## src/rtl/keyed_reset_pkg.sv

```systemverilog
package keyed_reset_pkg;
  localparam int DATA_W = 32;
  localparam int CAUSE_W = 3;
  localparam logic [15:0] TRIG_PATTERN = 16'hFFFE;

  typedef enum logic [1:0] {
    REG_NONE,
    REG_CAUSE,
    REG_CTRL,
    REG_CFG
  } kr_reg_e;

  localparam logic [CAUSE_W-1:0] CAUSE_POR  = 3'b001;
  localparam logic [CAUSE_W-1:0] CAUSE_HARD = 3'b010;
  localparam logic [CAUSE_W-1:0] CAUSE_SOFT = 3'b100;
endpackage

```

## src/rtl/kr_decode.sv

```systemverilog
module kr_decode
  import keyed_reset_pkg::*;
#(
  parameter int ADDR_W = 8,
  parameter logic [ADDR_W-1:0] CAUSE_OFS = 8'hE4,
  parameter logic [ADDR_W-1:0] CTRL_OFS  = 8'hE8,
  parameter logic [ADDR_W-1:0] CFG_OFS   = 8'hEC
) (
  input  logic [ADDR_W-1:0] addr,
  input  logic              wr_en,
  input  logic              busy,
  output kr_reg_e           sel,
  output logic              ctrl_wr,
  output logic              cfg_wr
);
  always_comb begin
    if (addr == CAUSE_OFS)      sel = REG_CAUSE;
    else if (addr == CTRL_OFS)  sel = REG_CTRL;
    else if (addr == CFG_OFS)   sel = REG_CFG;
    else                        sel = REG_NONE;
  end

  assign ctrl_wr = wr_en && !busy && (sel == REG_CTRL);
  assign cfg_wr  = wr_en && !busy && (sel == REG_CFG);
endmodule

```

## src/rtl/kr_lock.sv

```systemverilog
module kr_lock (
  input  logic clk,
  input  logic por_n,
  input  logic busy,
  input  logic ctrl_wr,
  input  logic cfg_wr,
  input  logic key_ok,
  input  logic trig_ok,
  output logic unlocked,
  output logic trigger,
  output logic cfg_load
);
  // One write to either guarded register spends the unlock.
  always_ff @(posedge clk or negedge por_n) begin
    if (!por_n)        unlocked <= 1'b0;
    else if (busy)     unlocked <= 1'b0;
    else if (ctrl_wr)  unlocked <= !unlocked && key_ok;
    else if (cfg_wr)   unlocked <= 1'b0;
  end

  assign trigger  = ctrl_wr && unlocked && trig_ok;
  assign cfg_load = cfg_wr && unlocked;
endmodule

```

## src/rtl/kr_pulse.sv

```systemverilog
module kr_pulse #(
  parameter int PULSE_LEN = 16,
  localparam int CNT_W = $clog2(PULSE_LEN + 1)
) (
  input  logic clk,
  input  logic por_n,
  input  logic trigger,
  input  logic hard_sel,
  output logic rst_out,
  output logic rst_hard
);
  localparam logic [CNT_W-1:0] LEN = CNT_W'(PULSE_LEN);

  logic [CNT_W-1:0] remain;
  logic             hard_q;

  // Power-on holds the counter full; it drains once por_n is released.
  always_ff @(posedge clk or negedge por_n) begin
    if (!por_n) begin
      remain <= LEN;
      hard_q <= 1'b1;
    end else if (trigger) begin
      remain <= LEN;
      hard_q <= hard_sel;
    end else if (remain != '0) begin
      remain <= remain - 1'b1;
    end
  end

  assign rst_out  = (remain != '0);
  assign rst_hard = rst_out && hard_q;
endmodule

```

## src/rtl/kr_cause.sv

```systemverilog
module kr_cause
  import keyed_reset_pkg::*;
(
  input  logic               clk,
  input  logic               por_n,
  input  logic               trigger,
  input  logic               hard_sel,
  output logic [CAUSE_W-1:0] cause
);
  always_ff @(posedge clk or negedge por_n) begin
    if (!por_n)        cause <= CAUSE_POR;
    else if (trigger)  cause <= hard_sel ? CAUSE_HARD : CAUSE_SOFT;
  end
endmodule

```

## src/rtl/keyed_reset_ctrl.sv

```systemverilog
module keyed_reset_ctrl
  import keyed_reset_pkg::*;
#(
  parameter int ADDR_W = 8,
  parameter int PULSE_LEN = 16,
  parameter logic [15:0] KEY_VAL = 16'h5A69,
  parameter int SOFT_BIT = 13,
  parameter logic [ADDR_W-1:0] CAUSE_OFS = 8'hE4,
  parameter logic [ADDR_W-1:0] CTRL_OFS  = 8'hE8,
  parameter logic [ADDR_W-1:0] CFG_OFS   = 8'hEC
) (
  input  logic              clk,
  input  logic              por_n,
  input  logic [ADDR_W-1:0] addr,
  input  logic [DATA_W-1:0] wdata,
  input  logic              wr_en,
  output logic [DATA_W-1:0] rdata,
  output logic              rst_out,
  output logic              rst_hard
);
  kr_reg_e            sel;
  logic               ctrl_wr, cfg_wr;
  logic               unlocked, trigger, cfg_load;
  logic               soft_mode;
  logic [CAUSE_W-1:0] cause;

  kr_decode #(
    .ADDR_W(ADDR_W), .CAUSE_OFS(CAUSE_OFS), .CTRL_OFS(CTRL_OFS), .CFG_OFS(CFG_OFS)
  ) u_dec (
    .addr(addr), .wr_en(wr_en), .busy(rst_out),
    .sel(sel), .ctrl_wr(ctrl_wr), .cfg_wr(cfg_wr)
  );

  kr_lock u_lock (
    .clk(clk), .por_n(por_n), .busy(rst_out),
    .ctrl_wr(ctrl_wr), .cfg_wr(cfg_wr),
    .key_ok(wdata[15:0] == KEY_VAL),
    .trig_ok(wdata[DATA_W-1:16] == TRIG_PATTERN),
    .unlocked(unlocked), .trigger(trigger), .cfg_load(cfg_load)
  );

  // Configuration: soft mode by default, restored while a pulse runs.
  always_ff @(posedge clk or negedge por_n) begin
    if (!por_n)         soft_mode <= 1'b1;
    else if (rst_out)   soft_mode <= 1'b1;
    else if (cfg_load)  soft_mode <= wdata[SOFT_BIT];
  end

  kr_pulse #(.PULSE_LEN(PULSE_LEN)) u_pulse (
    .clk(clk), .por_n(por_n), .trigger(trigger), .hard_sel(!soft_mode),
    .rst_out(rst_out), .rst_hard(rst_hard)
  );

  kr_cause u_cause (
    .clk(clk), .por_n(por_n), .trigger(trigger), .hard_sel(!soft_mode),
    .cause(cause)
  );

  always_comb begin
    rdata = '0;
    case (sel)
      REG_CAUSE: rdata[CAUSE_W-1:0] = cause;
      REG_CTRL: begin
        rdata[DATA_W-1:16] = '1;
        rdata[0] = unlocked;
      end
      REG_CFG: rdata[SOFT_BIT] = soft_mode;
      default: rdata = '0;
    endcase
  end
endmodule

```

## config.mk

```make
export PLATFORM = sky130hd
export DESIGN_NAME = keyed_reset_ctrl
export DESIGN_NICKNAME = d
export VERILOG_FILES = /design/src/rtl/keyed_reset_pkg.sv /design/src/rtl/kr_decode.sv /design/src/rtl/kr_lock.sv /design/src/rtl/kr_pulse.sv /design/src/rtl/kr_cause.sv /design/src/rtl/keyed_reset_ctrl.sv
export SDC_FILE = /design/constraint.sdc
export NUM_CORES = 1
export LEC_CHECK = 0
export ABC_AREA = 1
export BUFFER_PORTS_ARGS = -buffer_cell sky130_fd_sc_hd__buf_4
export CAP_MARGIN = 10
export CORE_AREA = 5 5 58 60
export CTS_CLUSTER_SIZE = 12
export DETAILED_ROUTE_END_ITERATION = 8
export DIE_AREA = 0 0 63 65
export PLACE_DENSITY_LB_ADDON = 0.1
export SETUP_SLACK_MARGIN = 0.3
export SLEW_MARGIN = 20
export SYNTH_ARGS = -nofsm -noshare
export SYNTH_HDL_FRONTEND = slang
export SYNTH_HIERARCHICAL = 1
export SYNTH_SLANG_ARGS = --single-unit
export TNS_END_PERCENT = 5
```

## constraint.sdc

```tcl
create_clock -name clk -period 2.3 [get_ports clk]
set_input_delay 0.115 -clock clk [delete_from_list [all_inputs] [get_ports clk]]
set_output_delay 0.115 -clock clk [all_outputs]
set_load 0.05 [all_outputs]
```

==> out/metrics.yaml <==
logic_synthesis:
  postSynth.asyncResetShare_pct: 100
  ys_types: 16
  avgSynthCellArea_um2: 6.24
  yosysSeqAreaShare_pct: 26.6
  synth_common_cells: "49 x nand2_1, 35 x inv_1, 27 x buf_4"
  syn_area_um2: 1050
  netlist_top_cells_area: "buf_4 19%, nand2_1 17%, dfrtp_1 17%"
  ys.warnings.count: 6
  yosysTopAreaCell: "buf_4"
  yosys.cell_count.top_type: "nand2_1"
  synth-edff-count: 0
  ys_ff_latch: 11
  yosysTopAreaCellShare_pct: 19.2
  synth_ff_type: "dfrtp_1"
  syn_inst: 169
route:
  drt_iter0_drc: 22
  ant_nets: 0
  num_vias: 1039
  via_per_inst: 4.06
  firstDrtPassIters: 2
  drc: 0
  wl_per_cell_um: 9.32
  drt-total-wl_um: 2390
timing:
  finalHoldViolCount: 0
  holdWs_ns: 0.0830
  fin_setup_tns_ns: 0
  rsz0062_at_grt: "no"
  finalCritPeriodShare_pct: 79.9
  setup_slack_ns: 0.461
  period_needed_ns: 1.84
  setup_viol: 0
  drv_slew: 0
  clock.fmax_mhz: 544
  fin_skew_ns: 0.00253
clock_network:
  cts-htree-levels: 1
  clk_pin_slew_ns: 0.07
  clock_path_buffers: 2
  clk-insertion-delay-late_ns: 0.27
  post_cts_buffers: 0
  cts_made_buffers: 3
  cts_sinks: 11
  cts_root_buffer: "clkbuf_4"
  tritoncts: "yes"
placement:
  gp_congestion: 0.744
  port_buffers: 64
  dpl.hpwl_um: 2100
  dp_slack_ns: 0.375
outcome:
  outcome: "finished, final reports clean"
worst_setup_path:
  crit_buf_inv: 2
  cp-start-kind: "flop"
  reg2reg_depth: 12
  cp_num_cells: 12
  crit_chain: "inv_1 > ha_2 > nand3_4 > nor2_1 > nand2_1 > nor2_2 > nand2_2 > nor2_2 > buf_4 > nor2_2 > nand2_1 > nand2_1"
  crit_path_max_incr_delay_ns: 0.38
  rr_startpoint: "u_pulse/remain[0]"
  crit_slowest_cell: "dfrtp_1"
  critPathLaunch: "u_pulse/remain[0]"
  path_max_fanout: 10
  crit_required_ns: 2.46
  arrival_ns: 2.00
  cp_top_family: "simple AND/OR/NAND/NOR gates"
  path_class: "flop to flop"
  endpoint_kind: "flop"
floorplanning:
  core-area_um2: 2880
  die_area_um2: 4100
  rows: 20
  ios: 77
  fp.dieW_um: 63
  die_h_um: 65
  start_util_pct: 36.7
min_path:
  holdPathStages: 3
  worstHoldStart: "wdata[13]"
  hp-class: "primary input to flop"
power:
  comb_power_share_pct: 28.5
  p_switching_mw: 0.142
  powerDensity_nw_per_um2: 310
  p_seq_share_pct: 42.3
  p_int_mw: 0.316
  clockPowerShare_pct: 29.2
  peakVddDrop_mv: 0.318
  switching_share_pct: 31.0
  p_leak_nw: 0.927
cells_and_area:
  syn2layout_area_growth_pct: 40.1
  antenna_cells: 0
  finalNetCount: 271
  fill_cells: 294
  drive_gt1_share_pct: 38.1
  final_core_util_pct: 51.3
run:
  max-cap-violations: 0
global_route:
  grt-ovfl-total: 0
  grt_pass1_wl_um: 3820
  grt_pass1_vias: 937
  grt_max_degree: 18
  grt_antenna_before_repair: 0
  grt_usage_pct: 11.1
==> worst paths after layout <==
kind	to	slack (ns)
hold reg to reg	u_cause/cause[0]	0.44
min in group asynchronous	u_pulse/remain[1]	0.21
setup reg to reg	u_pulse/remain[0]	0.46
hold / removal	soft_mode	0.08
setup / recovery	u_pulse/remain[0]	0.46
max in group asynchronous	soft_mode	1.87
==> layout by cell type, fill, tap and decap left out <==
cell type      Yosys  routed
a21oi_1            3       2
a21oi_2            0       1
buf_4             27      65
clkbuf_1           0       1
clkbuf_4           0       3
conb_1             1      12
dfrtp_1            7       7
dfstp_2            4       4
dlygate4sd3_1      0       1
ha_1               4       3
ha_2               0       1
inv_1             35      35
inv_2              1       1
nand2_1           49      49
nand2_2            2       2
nand3_1            6       6
nand3_2            2       1
nand3_4            0       1
nor2_1            22      20
nor2_2             4       6
o21ai_0            1       1
xor2_1             1       1
==> cell type report <==
cell class / count / area [um2] / area share [%]
Sequential cell: 11 / 280 / 19.0
Tap cell: 33 / 41.3 / 2.79
Timing Repair Buffer: 66 / 498 / 33.7
Multi-Input combinational cell: 106 / 497 / 33.6
Inverter: 36 / 135 / 9.14
Clock buffer: 4 / 26.3 / 1.78
==> cells by family (layout without fill, tap and decap cells) <==
logic type | count (synthesis) | in the layout | share of synthesized area [%]
simple gates | 85 | 85 | 33.6
buf+inv | 63 | 106 | 32.0
flops | 11 | 11 | 26.6
fa+ha+maj | 4 | 4 | 4.75
compound gates | 4 | 4 | 1.90
other cells | 1 | 12 | 0.356
xor+xnor | 1 | 1 | 0.831
==> registers in the layout (all words and copies together) (netlist names) <==
| signal | flops |
|---|---|
| u_lock/unlocked | 1 |
| u_cause/cause | 3 |
| soft_mode | 1 |
| u_pulse/hard_q | 1 |
| u_pulse/remain | 5 |
==> power by group through the flow <==
| stage | sequential (mW) | combinational, mW | clock, mW |
|---|---|---|---|
| floorplan | 0.197 | 0.0841 | 0 |
| global placement | 0.197 | 0.128 | 0 |
| detailed placement | 0.197 | 0.129 | 0 |
| CTS | 0.194 | 0.131 | 0.140 |
| global route | 0.194 | 0.141 | 0.155 |
| finish | 0.194 | 0.130 | 0.134 |
==> routing by layer <==
metal | routed length [um] | vias up | GRT usage (%)
met4 | 27 | 0 | 3.18
met1 | 881 | 454 | 11.5
met2 | 1290 | 26 | 21.7
met3 | 183 | 2 | 2.77
met5 | 0 | - | 0
li1 | - | 557 | -
==> worst min-delay path, cell delays in order <==
cell	delay [ns]
buf_4	0.08
a21oi_1	0.05
o21ai_0	0.07
==> per-stage QoR <==
stage                     std cells  instance area [um2]  power [mW]
after floorplan                 180                 1110       0.281
after global placement          251                 1430       0.325
after detailed placement        251                 1430       0.327
after CTS                       256                 1470       0.465
after global routing            256                 1480       0.489
final                           256                 1480       0.458
==> what timing repair did <==
item                       in CTS  in global routing
hold endpoints to repair       11                  0
setup endpoints to repair       0                  7
gates resized for setup         0                  3
hold buffers                    1                  0
No activity file was read; power rests on OpenSTA's default activity.
